### src/rtl/ptx_pkg.sv
// Package ptx_pkg
// Shared types and constants for the transmit packet assembler.
// Assumes bit-serial, MSB-first transmission of every field.
package ptx_pkg;

    // Packet field currently being serialised.
    typedef enum logic [2:0] {
        F_PRE = 3'd0,
        F_DST = 3'd1,
        F_SRC = 3'd2,
        F_PAY = 3'd3,
        F_CRC = 3'd4
    } field_e;

    // Bit-level transmitter state.
    typedef enum logic [1:0] {
        S_IDLE = 2'd0,
        S_SEND = 2'd1,
        S_FIN  = 2'd2
    } tx_state_e;

    localparam logic [15:0] CRC_POLY = 16'h1021;
    localparam logic [15:0] CRC_SEED = 16'hFFFF;
    localparam logic [7:0]  PREAMBLE = 8'hAA;

    // One MSB-first CRC step for a single input bit.
    function automatic logic [15:0] crc_step(input logic [15:0] c, input logic b);
        logic fb;
        fb = c[15] ^ b;
        crc_step = {c[14:0], 1'b0} ^ (fb ? CRC_POLY : 16'h0000);
    endfunction

endpackage

### src/rtl/ptx_byte_fifo.sv
// Module ptx_byte_fifo
// Byte queue loaded by the host and drained by the field sequencer.
// Head byte is visible combinationally; a pop consumes it on the clock edge.
// Assumes the host loads every byte a packet needs before starting it.
// Writes while full and pops while empty are dropped.
module ptx_byte_fifo #(
    parameter int DEPTH = 64,
    localparam int AW = $clog2(DEPTH)
) (
    input  logic       clk,
    input  logic       rst_n,
    input  logic       wr,
    input  logic [7:0] wdata,
    input  logic       pop,
    output logic [7:0] head,
    output logic       empty
);
    localparam logic [AW:0] FULL_CNT = (AW+1)'(DEPTH);

    logic [7:0]    mem [DEPTH];
    logic [AW-1:0] wr_ptr;
    logic [AW-1:0] rd_ptr;
    logic [AW:0]   count;
    logic          full;
    logic          do_wr;
    logic          do_rd;

    assign full  = (count == FULL_CNT);
    assign empty = (count == '0);
    assign do_wr = wr && !full;
    assign do_rd = pop && !empty;
    assign head  = mem[rd_ptr];

    // Storage array: written on accepted pushes, never reset.
    always_ff @(posedge clk) begin
        if (do_wr) begin
            mem[wr_ptr] <= wdata;
        end
    end

    // Pointer and occupancy tracking.
    always_ff @(posedge clk) begin
        if (!rst_n) begin
            wr_ptr <= '0;
            rd_ptr <= '0;
            count  <= '0;
        end else begin
            if (do_wr) wr_ptr <= wr_ptr + AW'(1);
            if (do_rd) rd_ptr <= rd_ptr + AW'(1);
            case ({do_wr, do_rd})
                2'b10:   count <= count + (AW+1)'(1);
                2'b01:   count <= count - (AW+1)'(1);
                default: count <= count;
            endcase
        end
    end

    // the sequencer never pulls a byte the host has not supplied.
    p_no_pop_empty_r6: assert property (@(posedge clk) disable iff (!rst_n)
        pop |-> !empty);

    // occupancy stays within the array.
    p_count_bound_r10: assert property (@(posedge clk) disable iff (!rst_n)
        count <= FULL_CNT);

    // one cycle after reset the queue reads empty.
    p_reset_empties_r10: assert property (@(posedge clk)
        !rst_n |=> empty);

endmodule

### src/rtl/ptx_crc16.sv
// Module ptx_crc16
// Bit-serial CRC-16 (poly 0x1021, seed 0xFFFF) fed MSB first.
// crc_nx is the value after absorbing din; it is usable in the same cycle.
// Assumes init and en are not needed together (init wins).
module ptx_crc16 (
    input  logic        clk,
    input  logic        rst_n,
    input  logic        init,
    input  logic        en,
    input  logic        din,
    output logic [15:0] crc_q,
    output logic [15:0] crc_nx
);
    import ptx_pkg::*;

    assign crc_nx = crc_step(crc_q, din);

    // Accumulator: seeded on init, advanced one bit per enabled cycle.
    always_ff @(posedge clk) begin
        if (!rst_n) begin
            crc_q <= CRC_SEED;
        end else if (init) begin
            crc_q <= CRC_SEED;
        end else if (en) begin
            crc_q <= crc_nx;
        end
    end

    // every packet's checksum starts from the seed.
    p_seed_after_init_r7: assert property (@(posedge clk) disable iff (!rst_n)
        init |=> (crc_q == CRC_SEED));

    // the accumulator is frozen while no covered bit is sent.
    p_hold_when_idle_r7: assert property (@(posedge clk) disable iff (!rst_n)
        (!init && !en) |=> $stable(crc_q));

endmodule

### src/rtl/ptx_field_seq.sv
// Module ptx_field_seq
// Byte-level sequencer: captures configuration when a packet is accepted,
// tracks which field and byte index is on the wire, and supplies the next
// byte at every byte boundary. It pops the queue for inline destination and
// payload bytes. Length inputs outside their legal range are clamped.
// Assumes byte_adv is only raised between accept and the final CRC byte.
module ptx_field_seq #(
    parameter int ADDR_MAX = 5,
    parameter int PAY_MAX  = 32,
    localparam int LEN_W   = $clog2(ADDR_MAX + 1),
    localparam int PLEN_W  = $clog2(PAY_MAX + 1),
    localparam int IDX_W   = (PLEN_W > LEN_W) ? PLEN_W : LEN_W
) (
    input  logic                  clk,
    input  logic                  rst_n,
    input  logic                  accept,
    input  logic                  byte_adv,
    input  logic [LEN_W-1:0]      cfg_addr_len,
    input  logic                  cfg_dest_inline,
    input  logic                  cfg_src_en,
    input  logic [PLEN_W-1:0]     cfg_payload_len,
    input  logic [8*ADDR_MAX-1:0] cfg_dest_addr,
    input  logic [8*ADDR_MAX-1:0] cfg_src_addr,
    input  logic [7:0]            q_head,
    input  logic [15:0]           crc_q,
    input  logic [15:0]           crc_nx,
    output logic [7:0]            nxt_byte,
    output logic                  q_pop,
    output logic                  crc_field,
    output logic                  last_byte
);
    import ptx_pkg::*;

    localparam logic [LEN_W-1:0]  L_MAX = LEN_W'(ADDR_MAX);
    localparam logic [PLEN_W-1:0] P_MAX = PLEN_W'(PAY_MAX);

    logic [7:0]        dst_in [ADDR_MAX];
    logic [7:0]        src_in [ADDR_MAX];
    logic [7:0]        dst_q  [ADDR_MAX];
    logic [7:0]        src_q  [ADDR_MAX];
    logic [LEN_W-1:0]  len_c;
    logic [PLEN_W-1:0] pay_c;
    logic [LEN_W-1:0]  len_q;
    logic [PLEN_W-1:0] pay_q;
    logic              inl_q;
    logic              sen_q;
    field_e            field_q;
    logic [IDX_W-1:0]  idx_q;
    field_e            nf;
    logic [IDX_W-1:0]  ni;
    logic [IDX_W-1:0]  len_m1;
    logic [IDX_W-1:0]  pay_m1;
    logic [LEN_W-1:0]  asel;

    // Split the parallel address inputs into bytes, byte k = bits [8k+7:8k].
    for (genvar g = 0; g < ADDR_MAX; g++) begin : g_split
        assign dst_in[g] = cfg_dest_addr[8*g +: 8];
        assign src_in[g] = cfg_src_addr[8*g +: 8];
    end

    // Clamp lengths to their legal ranges.
    always_comb begin
        if (cfg_addr_len == '0)        len_c = LEN_W'(1);
        else if (cfg_addr_len > L_MAX) len_c = L_MAX;
        else                           len_c = cfg_addr_len;
        if (cfg_payload_len == '0)        pay_c = PLEN_W'(1);
        else if (cfg_payload_len > P_MAX) pay_c = P_MAX;
        else                              pay_c = cfg_payload_len;
    end

    // Capture the configuration on accept so later changes have no effect.
    always_ff @(posedge clk) begin
        if (!rst_n) begin
            len_q <= LEN_W'(1);
            pay_q <= PLEN_W'(1);
            inl_q <= 1'b0;
            sen_q <= 1'b0;
            for (int k = 0; k < ADDR_MAX; k++) begin
                dst_q[k] <= '0;
                src_q[k] <= '0;
            end
        end else if (accept) begin
            len_q <= len_c;
            pay_q <= pay_c;
            inl_q <= cfg_dest_inline;
            sen_q <= cfg_src_en;
            for (int k = 0; k < ADDR_MAX; k++) begin
                dst_q[k] <= dst_in[k];
                src_q[k] <= src_in[k];
            end
        end
    end

    assign len_m1 = IDX_W'(len_q) - IDX_W'(1);
    assign pay_m1 = IDX_W'(pay_q) - IDX_W'(1);

    // Work out which field and index follows the current byte.
    always_comb begin
        nf = field_q;
        ni = idx_q;
        case (field_q)
            F_PRE: begin
                nf = F_DST;
                ni = '0;
            end
            F_DST: begin
                if (idx_q == len_m1) begin
                    nf = sen_q ? F_SRC : F_PAY;
                    ni = '0;
                end else begin
                    ni = idx_q + IDX_W'(1);
                end
            end
            F_SRC: begin
                if (idx_q == len_m1) begin
                    nf = F_PAY;
                    ni = '0;
                end else begin
                    ni = idx_q + IDX_W'(1);
                end
            end
            F_PAY: begin
                if (idx_q == pay_m1) begin
                    nf = F_CRC;
                    ni = '0;
                end else begin
                    ni = idx_q + IDX_W'(1);
                end
            end
            F_CRC: begin
                ni = idx_q + IDX_W'(1);
            end
            default: begin
                nf = F_PRE;
                ni = '0;
            end
        endcase
    end

    // Address bytes are sent highest index first.
    assign asel = len_q - LEN_W'(1) - LEN_W'(ni);

    // Select the byte to load at the coming boundary.
    always_comb begin
        case (nf)
            F_DST:   nxt_byte = inl_q ? q_head : dst_q[asel];
            F_SRC:   nxt_byte = src_q[asel];
            F_PAY:   nxt_byte = q_head;
            F_CRC:   nxt_byte = (ni == '0) ? crc_nx[15:8] : crc_q[7:0];
            default: nxt_byte = PREAMBLE;
        endcase
    end

    assign q_pop     = byte_adv && ((nf == F_PAY) || ((nf == F_DST) && inl_q));
    assign crc_field = (field_q == F_DST) || (field_q == F_SRC) || (field_q == F_PAY);
    assign last_byte = (field_q == F_CRC) && (idx_q == IDX_W'(1));

    // Field position register.
    always_ff @(posedge clk) begin
        if (!rst_n) begin
            field_q <= F_PRE;
            idx_q   <= '0;
        end else if (accept) begin
            field_q <= F_PRE;
            idx_q   <= '0;
        end else if (byte_adv) begin
            field_q <= nf;
            idx_q   <= ni;
        end
    end

    // the sender field is only ever entered when it was enabled.
    p_src_only_enabled_r5: assert property (@(posedge clk) disable iff (!rst_n)
        (field_q == F_SRC) |-> sen_q);

    // the preamble byte is always followed by the destination field.
    p_pre_then_dst_r1: assert property (@(posedge clk) disable iff (!rst_n)
        (byte_adv && field_q == F_PRE) |=> (field_q == F_DST));

    // an address index never reaches the captured length.
    p_addr_idx_bound_r2: assert property (@(posedge clk) disable iff (!rst_n)
        (field_q == F_DST || field_q == F_SRC) |-> (idx_q < IDX_W'(len_q)));

endmodule

### src/rtl/pkt_tx_assembler.sv
// Module pkt_tx_assembler
// Top of the transmit packet assembler. Owns the bit shifter and the
// idle/send/finish state, and joins the byte queue, field sequencer and
// CRC engine. One bit leaves per clock, MSB first, while tx_valid is high.
// Assumes the host has pushed all inline address and payload bytes into
// the queue before raising start.
module pkt_tx_assembler #(
    parameter int ADDR_MAX = 5,
    parameter int PAY_MAX  = 32,
    localparam int LEN_W   = $clog2(ADDR_MAX + 1),
    localparam int PLEN_W  = $clog2(PAY_MAX + 1),
    localparam int Q_DEPTH = 2 ** $clog2(PAY_MAX + ADDR_MAX)
) (
    input  logic                  clk,
    input  logic                  rst_n,
    input  logic                  start,
    input  logic [LEN_W-1:0]      cfg_addr_len,
    input  logic                  cfg_dest_inline,
    input  logic                  cfg_src_en,
    input  logic [PLEN_W-1:0]     cfg_payload_len,
    input  logic [8*ADDR_MAX-1:0] cfg_dest_addr,
    input  logic [8*ADDR_MAX-1:0] cfg_src_addr,
    input  logic                  q_wr,
    input  logic [7:0]            q_wdata,
    output logic                  tx_bit,
    output logic                  tx_valid,
    output logic                  done,
    output logic                  busy
);
    import ptx_pkg::*;

    tx_state_e   state_q;
    logic [2:0]  bit_cnt;
    logic [7:0]  shreg;
    logic        accept;
    logic        byte_end;
    logic        byte_adv;
    logic        last_byte;
    logic        crc_field;
    logic [7:0]  nxt_byte;
    logic        q_pop;
    logic [7:0]  q_head;
    logic        q_empty;
    logic [15:0] crc_q;
    logic [15:0] crc_nx;

    assign accept   = start && (state_q == S_IDLE);
    assign byte_end = (state_q == S_SEND) && (bit_cnt == 3'd7);
    assign byte_adv = byte_end && !last_byte;

    assign tx_valid = (state_q == S_SEND);
    assign tx_bit   = tx_valid && shreg[7];
    assign done     = (state_q == S_FIN);
    assign busy     = (state_q != S_IDLE);

    ptx_byte_fifo #(.DEPTH(Q_DEPTH)) u_queue (
        .clk   (clk),
        .rst_n (rst_n),
        .wr    (q_wr),
        .wdata (q_wdata),
        .pop   (q_pop),
        .head  (q_head),
        .empty (q_empty)
    );

    ptx_field_seq #(.ADDR_MAX(ADDR_MAX), .PAY_MAX(PAY_MAX)) u_seq (
        .clk             (clk),
        .rst_n           (rst_n),
        .accept          (accept),
        .byte_adv        (byte_adv),
        .cfg_addr_len    (cfg_addr_len),
        .cfg_dest_inline (cfg_dest_inline),
        .cfg_src_en      (cfg_src_en),
        .cfg_payload_len (cfg_payload_len),
        .cfg_dest_addr   (cfg_dest_addr),
        .cfg_src_addr    (cfg_src_addr),
        .q_head          (q_head),
        .crc_q           (crc_q),
        .crc_nx          (crc_nx),
        .nxt_byte        (nxt_byte),
        .q_pop           (q_pop),
        .crc_field       (crc_field),
        .last_byte       (last_byte)
    );

    ptx_crc16 u_crc (
        .clk    (clk),
        .rst_n  (rst_n),
        .init   (accept),
        .en     (tx_valid && crc_field),
        .din    (shreg[7]),
        .crc_q  (crc_q),
        .crc_nx (crc_nx)
    );

    // Transmit state and bit shifter: load a byte, shift it out, move on.
    always_ff @(posedge clk) begin
        if (!rst_n) begin
            state_q <= S_IDLE;
            bit_cnt <= '0;
            shreg   <= '0;
        end else begin
            case (state_q)
                S_IDLE: begin
                    if (start) begin
                        state_q <= S_SEND;
                        shreg   <= PREAMBLE;
                        bit_cnt <= '0;
                    end
                end
                S_SEND: begin
                    bit_cnt <= bit_cnt + 3'd1;
                    if (bit_cnt == 3'd7) begin
                        if (last_byte) state_q <= S_FIN;
                        else           shreg   <= nxt_byte;
                    end else begin
                        shreg <= {shreg[6:0], 1'b0};
                    end
                end
                S_FIN: begin
                    state_q <= S_IDLE;
                end
                default: begin
                    state_q <= S_IDLE;
                end
            endcase
        end
    end

    // every packet opens with a one bit.
    p_first_bit_one_r1: assert property (@(posedge clk) disable iff (!rst_n)
        $rose(tx_valid) |-> tx_bit);

    // the stream only stops into the completion cycle.
    p_stop_into_done_r8: assert property (@(posedge clk) disable iff (!rst_n)
        $fell(tx_valid) |-> done);

    // completion is a single-cycle pulse.
    p_done_single_r8: assert property (@(posedge clk) disable iff (!rst_n)
        done |=> !done);

    // a start seen mid-packet does not restart or stall the stream.
    p_start_ignored_r9: assert property (@(posedge clk) disable iff (!rst_n)
        (tx_valid && start) |=> (tx_valid || done));

    // after reset nothing is in flight.
    p_reset_idle_r10: assert property (@(posedge clk)
        !rst_n |=> (!busy && !tx_valid && !done));

endmodule

### config.mk
export PLATFORM = sky130hd
export DESIGN_NAME = pkt_tx_assembler
export DESIGN_NICKNAME = d
export VERILOG_FILES = /design/src/rtl/ptx_pkg.sv /design/src/rtl/ptx_byte_fifo.sv /design/src/rtl/ptx_crc16.sv /design/src/rtl/ptx_field_seq.sv /design/src/rtl/pkt_tx_assembler.sv
export SDC_FILE = /design/constraint.sdc
export NUM_CORES = 1
export LEC_CHECK = 0
export BUFFER_PORTS_ARGS = -buffer_cell sky130_fd_sc_hd__buf_2
export CAP_MARGIN = 40
export CORE_ASPECT_RATIO = 0.7
export CORE_MARGIN = 2
export CORE_UTILIZATION = 56
export DETAILED_ROUTE_END_ITERATION = 7
export PLACE_DENSITY = 0.87
export SLEW_MARGIN = 20
export SYNTH_ARGS = -nofsm -noshare
export SYNTH_HDL_FRONTEND = slang
export SYNTH_SLANG_ARGS = --single-unit
### constraint.sdc
create_clock -name clk -period 5.3 [get_ports clk]
set_clock_uncertainty 0.1 [all_clocks]
set_input_delay 1.59 -clock clk [delete_from_list [all_inputs] [get_ports clk]]
set_output_delay 1.59 -clock clk [all_outputs]
set_load 0.005 [all_outputs]
==> reports/results.txt, run 1 <==
The post-synthesis register bit count was 666; the final routed DRC violation total was 0. TritonCTS built the clock tree. The run gives 2 as the H-tree depth reported by CTS. The first global-routing pass estimated 100100 um of wire.

Combinational cells account for 3.9% of the total power. Aggregate routed wire length: 68410 um. The root buffer cell chosen for the clock tree is sky130_fd_sc_hd__clkbuf_16. The tools report the distinct cell type count of the synthesized netlist as 85. Post-CTS timing repair inserted 0 buffers for setup.

The total count of max-transition violations in the final report is 0, and the largest driver fanout on the critical path is 15. Setup repair after global routing left no endpoint under its margin. The die covers 51190 um2. On the critical path the largest part of the delay comes from compound AO/OA/AOI/OAI gates. For the initial antenna violation count, the log shows 1.

From synthesis to final layout, the design area changed by 12.50%. Row generation in the floorplan step produced 68 rows. Across the run, the number of max-cap violations was 0. The floorplan step defined a core boundary enclosing 49010 um2. Synthesized instance count: 1644.

Counting flops with an async set or reset pin after synthesis yields a share of 0%. Counting the fill cells in the layout gives 3253. Ranked by total cell area, the synthesized netlist is headed by sky130_fd_sc_hd__edfxtp_1 (64%), sky130_fd_sc_hd__mux4_2 (10%), sky130_fd_sc_hd__dfxtp_1 (5.4%), sky130_fd_sc_hd__mux2i_1 (2.3%), sky130_fd_sc_hd__and2_1 (1.9%). In this run the power spent charging and discharging nets is 2211 uW. Boundary pin count: 107.

Critical path's most frequent cell: sky130_fd_sc_hd__ha_1. Summed over all layers, the global routing overflow is 0. The chip width is 269.6 um, and the power density over cell area is 334.9 nW/um2. At the worst endpoint, the required time is 5.68 ns. The tree built by TritonCTS fans out to 666 sinks.

For the achievable frequency, the log shows 210.2 MHz. The number of vias per cell after detailed routing is 6.558, and the overall global routing resource usage is 26.41%. In this run, CTS created clock tree buffers numbering 58. Data on the critical path arrives at its endpoint at 5.13 ns.

The net count of the finished layout came out at 1899. The die is 189.9 um tall. The tightest min-delay check is of the flop to flop type. The internal portion of the total power is 8207 uW. The run finished with clean final reports.

STA classifies the critical path endpoint as a flop. Dividing the final minimum period by the clock period gives 89.78%. The time the final worst path needs with I/O delays and setup is 4.758 ns, and the synthesized area is 27650 um2.

Clock-pin slew was measured on the worst setup and hold paths at 0.07 ns. The clock reaches the later pin of the worst-skew pair after 0.64 ns. Across all layers, the routed design uses 16380 vias. The setup violation total in the final timing report came out at 0. The via count of the first global-routing pass is 15830. The leading register cell type out of synthesis is sky130_fd_sc_hd__edfxtp_1. The clock passes through at most 3 buffers.

In this run the static leakage power is 0.01038 uW. The number of nets in the synthesized netlist was 1760. Counting both buffers and inverters, the worst setup path holds a total of 2. Sequential cells account for 55.9% of the total power. Of the total power, the share spent switching nets is 21.22%. The number of synthesized flops with an enable pin was 592; the stage delay of the slowest cell on the critical path was 0.46 ns. Adding up every negative setup slack in the final design gives 0 ns. Entering global routing, the biggest net connects 63 pins.

In this run, the number of DRC markers left after iteration 0 of detailed routing was 2404. Walking the worst path, the cells encountered are inv_1, ha_1, and2_1, o21a_1, o32ai_1, o21ai_0, a21o_1, a21oi_2, ha_1, buf_4, xor2_1, ha_1, a21o_1, a32o_1, a21oi_1, o21ai_0, a222oi_1, or3_1, a21oi_1. After synthesis, flip-flops and latches occupy 69.66% of the total area.

For the pin with the worst max-slew slack, the measured transition is 0.9563 ns. The share of layout cells above drive strength 1 was 23.74%. The largest area contributor in the netlist was sky130_fd_sc_hd__edfxtp_1. For the hold-fix buffer count after cts, the log shows 0. Dividing the synthesized area by the synthesized cell count gives 16.82 um2.

Total of warnings raised by yosys: 0. The first TritonRoute pass finished after 6 iterations. The run gives 0 as the number of nets with antenna violations after detailed routing. The placed instances occupy a cell area of 29020 um2. The clock network accounts for 40.2% of the total power. Gates resized during post-CTS repair numbered 0. Half-perimeter wire length after placement: 42950 um. The kind of critical path was flop to flop.

For the count of final hold-check violations, the log shows 0. For this design, the slowest cell found on the critical path is sky130_fd_sc_hd__a21oi_2. The share of Yosys cell area claimed by the top area cell type was 64.30%; the routed wirelength normalized by instance count was 27.39 um. The tools report the antenna diode count as 0. Port buffering added 106 buffers. The tools report the starting utilization of the core area as 56.42%. VDD sags by at most 0.3264 mV. Headroom to the max-slew limit came out at 36.07%. The worst setup path is launched from a flop. Routability congestion estimate: 0.9490.

Once layout is done, the placed cells without fillers occupy 31100 um2.
==> power by group through the flow <==
stage / Clock [uW] / Sequential (uW) / Combinational [uW]
after CTS: 4210 / 5820 / 401
after detailed placement: 0 / 5930 / 396
after global routing: 4400 / 5820 / 436
after floorplan: 0 / 5920 / 207
after global placement: 0 / 5930 / 362
final: 4190 / 5820 / 410
==> worst reg2reg max path: stages, from the launching register on <==
cell                       delay, ns
sky130_fd_sc_hd__dfxtp_1        0.37
sky130_fd_sc_hd__inv_1          0.07
sky130_fd_sc_hd__ha_1           0.23
sky130_fd_sc_hd__and2_1         0.18
sky130_fd_sc_hd__o21a_1         0.12
sky130_fd_sc_hd__o32ai_1        0.44
sky130_fd_sc_hd__o21ai_0        0.26
sky130_fd_sc_hd__a21o_1         0.25
sky130_fd_sc_hd__a21oi_2        0.46
sky130_fd_sc_hd__ha_1           0.25
sky130_fd_sc_hd__buf_4          0.21
sky130_fd_sc_hd__xor2_1         0.10
sky130_fd_sc_hd__ha_1           0.19
sky130_fd_sc_hd__a21o_1         0.19
sky130_fd_sc_hd__a32o_1         0.28
sky130_fd_sc_hd__a21oi_1        0.26
sky130_fd_sc_hd__o21ai_0        0.15
sky130_fd_sc_hd__a222oi_1       0.29
sky130_fd_sc_hd__or3_1          0.16
sky130_fd_sc_hd__a21oi_1        0.06
==> state kept, by name, summed over array words and instances (netlist names), named ones only <==
signal and cells:
u_queue.rd_ptr 6, u_seq.inl_q 1, u_queue.wr_ptr 6, u_seq.pay_q 6, u_queue.mem 512, bit_cnt 3
u_seq.idx_q 6, u_seq.sen_q 1, u_seq.len_q 3, shreg 8, u_seq.dst_q 40, u_queue.count 7
u_crc.crc_q 16, u_seq.src_q 40, u_seq.field_q 3, state_q 2
==> worst paths after layout <==
check                                      from                to  slack (ns)  cells after the start
worst min-delay path            u_crc.crc_q[14]   u_crc.crc_q[15]        0.39                      2
worst max register to register   u_seq.pay_q[0]  u_queue.count[6]        0.54                     19
worst max-delay path             u_seq.pay_q[0]  u_queue.count[6]        0.54                     19
worst min register to register  u_crc.crc_q[14]   u_crc.crc_q[15]        0.39                      2
==> per-layer routing <==
| layer | vias to the layer above | GRT usage (%) | share of wire [%] |
|---|---|---|---|
| li1 | 6741 | - | - |
| met1 | 8160 | 37.38 | 38 |
| met2 | 1262 | 39.80 | 45 |
| met3 | 211 | 7.257 | 13 |
| met4 | 2 | 9.637 | 4.0 |
| met5 | - | 0.5639 | 0.056 |
==> Yosys cell counts (6+ instances only) <==
| cell type | count |
|---|---|
| sky130_fd_sc_hd__xor2_1 | 16 |
| sky130_fd_sc_hd__buf_4 | 6 |
| sky130_fd_sc_hd__a21oi_1 | 24 |
| sky130_fd_sc_hd__inv_1 | 23 |
| sky130_fd_sc_hd__nor2_1 | 135 |
| sky130_fd_sc_hd__nand3_1 | 29 |
| sky130_fd_sc_hd__a21o_1 | 6 |
| sky130_fd_sc_hd__a22o_1 | 8 |
| sky130_fd_sc_hd__buf_1 | 12 |
| sky130_fd_sc_hd__or2_2 | 6 |
| sky130_fd_sc_hd__buf_6 | 6 |
| sky130_fd_sc_hd__a22oi_1 | 9 |
| sky130_fd_sc_hd__nor3_1 | 20 |
| sky130_fd_sc_hd__o221ai_1 | 6 |
| sky130_fd_sc_hd__nand2b_1 | 9 |
| sky130_fd_sc_hd__mux2i_1 | 64 |
| sky130_fd_sc_hd__and2_1 | 83 |
| sky130_fd_sc_hd__a211oi_1 | 13 |
| sky130_fd_sc_hd__buf_2 | 25 |
| sky130_fd_sc_hd__o22ai_1 | 16 |
| sky130_fd_sc_hd__nand2_1 | 82 |
| sky130_fd_sc_hd__o21ai_0 | 20 |
| sky130_fd_sc_hd__mux4_2 | 124 |
| sky130_fd_sc_hd__clkbuf_1 | 40 |
| sky130_fd_sc_hd__nor2b_1 | 10 |
| sky130_fd_sc_hd__or3_1 | 8 |
| sky130_fd_sc_hd__ha_1 | 12 |
| sky130_fd_sc_hd__dfxtp_1 | 74 |
| sky130_fd_sc_hd__o311a_1 | 7 |
| sky130_fd_sc_hd__mux4_1 | 9 |
| sky130_fd_sc_hd__o211ai_1 | 7 |
| sky130_fd_sc_hd__o21a_1 | 9 |
| sky130_fd_sc_hd__edfxtp_1 | 592 |
| sky130_fd_sc_hd__xnor2_1 | 14 |
| sky130_fd_sc_hd__and3_1 | 9 |
| sky130_fd_sc_hd__mux2_2 | 17 |
==> placed cells by master (no fill, tap or decap), types with 6 or more instances in the layout <==
cell type | Yosys | final
sky130_fd_sc_hd__a211oi_1 | 13 | 13
sky130_fd_sc_hd__a21o_1 | 6 | 6
sky130_fd_sc_hd__a21oi_1 | 24 | 23
sky130_fd_sc_hd__a22o_1 | 8 | 8
sky130_fd_sc_hd__a22oi_1 | 9 | 9
sky130_fd_sc_hd__and2_1 | 83 | 83
sky130_fd_sc_hd__and3_1 | 9 | 9
sky130_fd_sc_hd__buf_12 | 2 | 11
sky130_fd_sc_hd__buf_2 | 25 | 106
sky130_fd_sc_hd__buf_4 | 6 | 49
sky130_fd_sc_hd__clkbuf_1 | 40 | 8
sky130_fd_sc_hd__clkbuf_16 | 0 | 58
sky130_fd_sc_hd__clkinv_1 | 0 | 15
sky130_fd_sc_hd__clkinv_2 | 0 | 14
sky130_fd_sc_hd__dfxtp_1 | 74 | 71
sky130_fd_sc_hd__edfxtp_1 | 592 | 592
sky130_fd_sc_hd__ha_1 | 12 | 12
sky130_fd_sc_hd__inv_1 | 23 | 22
sky130_fd_sc_hd__mux2_2 | 17 | 17
sky130_fd_sc_hd__mux2i_1 | 64 | 64
sky130_fd_sc_hd__mux4_1 | 9 | 9
sky130_fd_sc_hd__mux4_2 | 124 | 124
sky130_fd_sc_hd__nand2_1 | 82 | 82
sky130_fd_sc_hd__nand2b_1 | 9 | 9
sky130_fd_sc_hd__nand3_1 | 29 | 29
sky130_fd_sc_hd__nor2_1 | 135 | 134
sky130_fd_sc_hd__nor2b_1 | 10 | 10
sky130_fd_sc_hd__nor3_1 | 20 | 20
sky130_fd_sc_hd__o211ai_1 | 7 | 7
sky130_fd_sc_hd__o21a_1 | 9 | 9
sky130_fd_sc_hd__o21ai_0 | 20 | 20
sky130_fd_sc_hd__o221ai_1 | 6 | 6
sky130_fd_sc_hd__o22ai_1 | 16 | 16
sky130_fd_sc_hd__o311a_1 | 7 | 7
sky130_fd_sc_hd__or2_2 | 6 | 6
sky130_fd_sc_hd__or3_1 | 8 | 8
sky130_fd_sc_hd__xnor2_1 | 14 | 14
sky130_fd_sc_hd__xor2_1 | 16 | 16
==> cell type report <==
class | instances | area, um2 | area share, %
repair buffers | 171 | 1244 | 3.998
multi-input cells | 861 | 7819 | 25.14
inverters | 25 | 95.09 | 0.3057
flip-flops and latches | 666 | 19270 | 61.94
well taps | 665 | 832.0 | 2.675
clock buffers | 67 | 1495 | 4.807
clock inverters | 42 | 352.8 | 1.134
==> through the flow <==
step / setup slack [ns] / hold slack [ns] / utilization, % / power, uW / instances
finish: 0.5419 / 0.3930 / 63.47 / 10420 / 2497
global route: 0.2869 / 0.4038 / 63.47 / 10660 / 2497
CTS: 0.6436 / 0.3981 / 62.99 / 10430 / 2467
detailed placement: 0.6675 / 0.3796 / 59.21 / 6327 / 2358
global placement: 0.7808 / 0.3693 / 58.70 / 6292 / 2346
floorplan: 0.1067 / 0.3601 / - / 6124 / 1644
==> logic make-up after synthesis <==
kind of cell	count (synthesis)	share of synthesized area, %
flops	666	69.66
mux	218	14.16
simple gates	412	7.268
xor+xnor	32	1.131
buf+inv	117	2.104
compound gates	186	5.069
fa+ha+maj	13	0.6155
(Power assumes the default switching activity.)
==> inputs of run 2 (changes only) <==
--- a/config.mk
+++ b/config.mk
@@ -5,6 +5,7 @@
 export SDC_FILE = /design/constraint.sdc
 export NUM_CORES = 1
 export LEC_CHECK = 0
+export ABC_AREA = 1
 export BUFFER_PORTS_ARGS = -buffer_cell sky130_fd_sc_hd__buf_2
 export CAP_MARGIN = 40
 export CORE_ASPECT_RATIO = 0.7
@@ -12,7 +13,6 @@
 export CORE_UTILIZATION = 56
 export DETAILED_ROUTE_END_ITERATION = 7
 export PLACE_DENSITY = 0.87
-export SLEW_MARGIN = 20
 export SYNTH_ARGS = -nofsm -noshare
 export SYNTH_HDL_FRONTEND = slang
 export SYNTH_SLANG_ARGS = --single-unit
==> run 2 against run 1 <==
  * Power increased by 4.5%
  * Global-route usage increased by 1.6 points
  * Worst setup slack improved by 0.15 ns
  * Cell count increased by 40%
  * Fmax rose by 3.3%
  * Hold slack got worse by 0.020 ns
  * Synthesized cell count grew 64%
  * First-iteration DRC count grew 50%
  * Flip-flop and latch count is the same
  * Die area increased by 2.9%
  * Core utilization decreased by 0.53 points
  * Largest cell class unchanged
==> reports/results.txt, run 2 <==
The commonest cells after synthesis are sky130_fd_sc_hd__nand2_1 (670), sky130_fd_sc_hd__edfxtp_1 (592), sky130_fd_sc_hd__nand3_1 (545), sky130_fd_sc_hd__nor2_1 (222), sky130_fd_sc_hd__inv_1 (170). The peak supply drop came out at 0.2564 mV (-21%). The tools report the arrival time reported for the critical path endpoint as 5.02 ns (-0.11 ns).

The half-perimeter wire length after placement was 46940 um (+9.3%); the power density over cell area was 342.6 nW/um2 (+2.3%). The H-tree depth reported by CTS is 2 (unchanged). The CTS buffer count is 61 (+5.2%). The total congestion overflow is 0 (unchanged).

The logs give 52 (-39%) for the distinct cell type count of the synthesized netlist and 112400 um (+12%) for the global-route wire length before repair. The average instance area after synthesis was 10.55 um2 (-37%). The combinational family with the most area after synthesis was simple AND/OR/NAND/NOR gates.

The number of buffer cells added on primary ports works out to 106 (unchanged). The library cells used most frequently in the layout, excluding fill and tap cells, are sky130_fd_sc_hd__nand2_1 (670), sky130_fd_sc_hd__edfxtp_1 (592), sky130_fd_sc_hd__nand3_1 (545), sky130_fd_sc_hd__nor2_1 (222), sky130_fd_sc_hd__inv_1 (166). Ranked by total cell area, the synthesized netlist is headed by sky130_fd_sc_hd__edfxtp_1 (62%), sky130_fd_sc_hd__nand3_1 (9.6%), sky130_fd_sc_hd__nand2_1 (8.8%), sky130_fd_sc_hd__dfxtp_1 (5.2%), sky130_fd_sc_hd__nor2_1 (2.9%).

The mux cell area share after synthesis is 0% (-14 points), and the overall global routing resource usage is 28.02% (+1.6 points). The flow ran to the end, and the final reports show no timing, DRC or antenna violations. Number of cells on the worst reg-to-reg path: 21 (+2). The run gives 19780 (+25%) as the via count of the first global-routing pass.

The type of origin of the critical path was a flop. The time the final worst path needs with I/O delays and setup came out at 4.606 ns (-0.1523 ns). Largest buffer count on any clock path: 3 (unchanged).

The share of Yosys cell area claimed by the top area cell type is 62.45% (-1.8 points). Post-cts gate resize count: 0 (unchanged). The post-synthesis register bit count works out to 666 (unchanged).

The number of vias in the routed layout was 21030 (+28%). In the final layout, the registers with the most flip-flops are u_queue.mem x512, u_seq.dst_q x40, u_seq.src_q x40. The overall power after layout was 10890 uW (+4.5%). The most common cell in the synthesized netlist is sky130_fd_sc_hd__nand2_1.

The sequential area share after synthesis is 67.66% (-2.0 points). The total count of max-transition violations in the final report is 0 (unchanged). Tracing the worst setup path back leads to its startpoint at bit_cnt[0]. The chip width came out at 273.5 um (+1.4%).

Leaving out fill and tap cells, the most frequent cell in the layout is sky130_fd_sc_hd__nand2_1. The area of the die is 52680 um2 (+2.9%). The setup TNS after final layout was 0 ns (unchanged).

The startpoint identified for the worst hold timing path is bit_cnt[1]. The run gives 666 (unchanged) as the clock sink count. The total of warnings raised by yosys was 0 (unchanged); the final critical-path share of the clock period was 86.90% (-2.9 points).

The kind of critical path was flop to flop. The number of vias per cell after detailed routing was 6.030 (-8.1%); the initial antenna violation count was 4 (+3). The worst slew margin relative to its limit is 32.34% (-3.7 points).

Largest driver fanout on the critical path: 9 (-6). The antenna diode count is 0 (unchanged), and the aggregate routed wire length is 74320 um (+8.7%). The tools report the number of nets in the synthesized netlist as 2815 (+60%). The starting utilization of the core area was 56.36% (about the same); the achievable frequency was 217.1 MHz (+3.3%).

In this run the worst hold path is classified as flop to flop. The net count of the finished layout is 2877 (+52%), and the routability congestion estimate is 0.9268 (-2.3%). The run gives 0 (unchanged) as the setup violation total in the final timing report. The register bank with the most flops is u_queue.mem. The run gives 0.69 ns (+0.15 ns) as the setup slack on the worst flop-to-flop path. The nature of the critical path endpoint is a flop. The required time of the critical path is 5.72 ns (+0.04 ns). The number of placement rows was 69 (+1.5%). The tools report the hold-fix buffer count after cts as 0 (unchanged). The final routed DRC violation total was 0 (unchanged); the compound-gate portion of the synthesized area was 3.886% (-1.2 points). The tools report the clock latency reported for the late side of the worst-skew pair as 0.65 ns (about the same). The run gives 107 (unchanged) as the boundary pin count. The post-synthesis adder-cell area fraction is 0.5978% (-0.018 points), and the number of search-and-repair iterations in the first detailed-routing pass is 8 (+2). The number of synthesized flops with an enable pin is 592 (unchanged). The share of synthesized registers carrying an async set or reset was 0% (unchanged); the synthesized instance count was 2699 (+64%).

The worst-margin pin slew came out at 1.015 ns (+0.05865 ns). The count of final hold-check violations was 0 (unchanged). The simple-gate area share of the yosys netlist is 22.80% (+16 points), and the synthesized area is 28460 um2 (+3.0%). The post-synthesis share of cell area spent on xor and xnor gates was 0.5538% (-0.58 points). The max capacitance violation total came out at 0 (unchanged). Worst setup slack after layout: 0.6941 ns (+0.1523 ns).

The number of setup buffers added after CTS was 0 (unchanged); the cell count after placement was 3371 (+43%). The clock-pin slew reported for the worst setup and hold paths after clock tree synthesis is 0.07 ns (about the same). End of the worst register-to-register path: u_queue.count[6].

The number of nets with antenna violations after detailed routing is 0 (unchanged). The post-place setup slack was 0.8346 ns (+0.1671 ns); the post-layout instance count excluding filler cells was 3487 (+40%). Summed over all instances, the cell type with the most area after synthesis is sky130_fd_sc_hd__edfxtp_1. In this run the critical register-to-register path is launched from bit_cnt[0]. The vertical extent of the die came out at 192.6 um (+1.4%). Pin count of the biggest net entering global routing: 196 (+210%).

The cell sitting at the root of the clock tree is a sky130_fd_sc_hd__clkbuf_16. The cell depth of the worst hold path is 2 (unchanged). The share of layout cells above drive strength 1 works out to 10.27% (-13 points). The routed wirelength normalized by instance count was 21.31 um (-22%); the number of flip-flops under the largest register name was 512 (unchanged).

The tools report the worst min-delay path endpoint as bit_cnt[1]. The leading register cell type out of synthesis is sky130_fd_sc_hd__edfxtp_1. Setup repair after global routing left no endpoint under its margin.

The static leakage power is 0.01204 uW (+16%), and the area inside the core boundary is 50500 um2 (+3.1%). The violation count after the first detailed-routing iteration was 3607 (+50%); the growth of design area from synthesis to finish was 11.68%. TritonCTS built the clock tree.
## run 2: cell types whose count changed in the layout (fill, tap and decap cells not counted), moves of 64 or more
cell	before	now
sky130_fd_sc_hd__and2_1	83	0
sky130_fd_sc_hd__inv_1	22	166
sky130_fd_sc_hd__mux2i_1	64	0
sky130_fd_sc_hd__mux4_2	124	0
sky130_fd_sc_hd__nand2_1	82	670
sky130_fd_sc_hd__nand3_1	29	545
sky130_fd_sc_hd__nor2_1	134	222
## run 2: cells by family (layout without fill, tap and decap cells)
logic type,Yosys count,count (layout)
AO/OA/AOI/OAI,187,187
adder cells (fa/ha/maj),13,13
flip-flops,666,666
buffers and inverters,324,438
AND/OR/NAND/NOR,1491,1491
XOR/XNOR,18,18
## run 2: area by class of cell
type / count / area (um2)
Clock buffer: 72 / 1630
Clock inverter: 43 / 467.9
Fill cell: 3605 / 18720
Inverter: 180 / 685.7
Multi-Input combinational cell: 1709 / 7923
Sequential cell: 666 / 19270
Tap cell: 674 / 843.3
Timing Repair Buffer: 143 / 972.2
## run 2: metrics by stage
stage	hold slack [ns]	utilization, %	instance area [um2]
2_1_floorplan	0.3289	-	28460
6_report	0.3725	62.94	31790
3_3_place_gp	0.3387	58.40	29500
4_1_cts	0.3726	62.93	31780
3_5_place_dp	0.3615	58.78	29690
5_1_grt	0.4039	62.94	31790
## run 2: routing by layer
metal / GRT usage, % / share of wire (%) / wire (um)
met3: 7.627 / 13 / 9923
met5: 0 / 0.022 / 16
met4: 11.27 / 3.7 / 2713
met1: 39.08 / 38 / 28530
met2: 41.99 / 45 / 33140
## run 2: where the power goes
group	leakage (uW)	switching, uW	internal, uW	total, uW
Sequential	0.00608	40.1	5790	5830
Clock	0.00104	1930	2680	4610
Combinational	0.00493	317	134	451
## run 2: worst max path at each step
stage	slack, ns	cells after the start	to
after global routing	0.37	25	u_queue.count[6]
after floorplan	0.45	4	u_seq.dst_q[0][0]
after CTS	0.81	25	u_queue.count[6]
after detailed placement	0.83	25	u_queue.count[6]
final	0.69	21	u_queue.count[6]
after global placement	1.15	15	u_queue.count[6]
## run 2: worst max-delay path: stages (launching register included)
cell	delay [ns]
sky130_fd_sc_hd__dfxtp_1	0.37
sky130_fd_sc_hd__ha_1	0.16
sky130_fd_sc_hd__ha_1	0.32
sky130_fd_sc_hd__inv_1	0.16
sky130_fd_sc_hd__nor2_1	0.16
sky130_fd_sc_hd__inv_1	0.06
sky130_fd_sc_hd__nor2_2	0.33
sky130_fd_sc_hd__nand2_1	0.15
sky130_fd_sc_hd__nor2_4	0.25
sky130_fd_sc_hd__ha_1	0.43
sky130_fd_sc_hd__xor2_1	0.17
sky130_fd_sc_hd__ha_1	0.22
sky130_fd_sc_hd__a21oi_1	0.22
sky130_fd_sc_hd__o21ai_0	0.15
sky130_fd_sc_hd__a21boi_0	0.29
sky130_fd_sc_hd__nor2_1	0.12
sky130_fd_sc_hd__a21oi_1	0.24
sky130_fd_sc_hd__inv_1	0.09
sky130_fd_sc_hd__a21oi_1	0.14
sky130_fd_sc_hd__o21ai_0	0.13
sky130_fd_sc_hd__o21ai_0	0.16
sky130_fd_sc_hd__a21oi_1	0.06
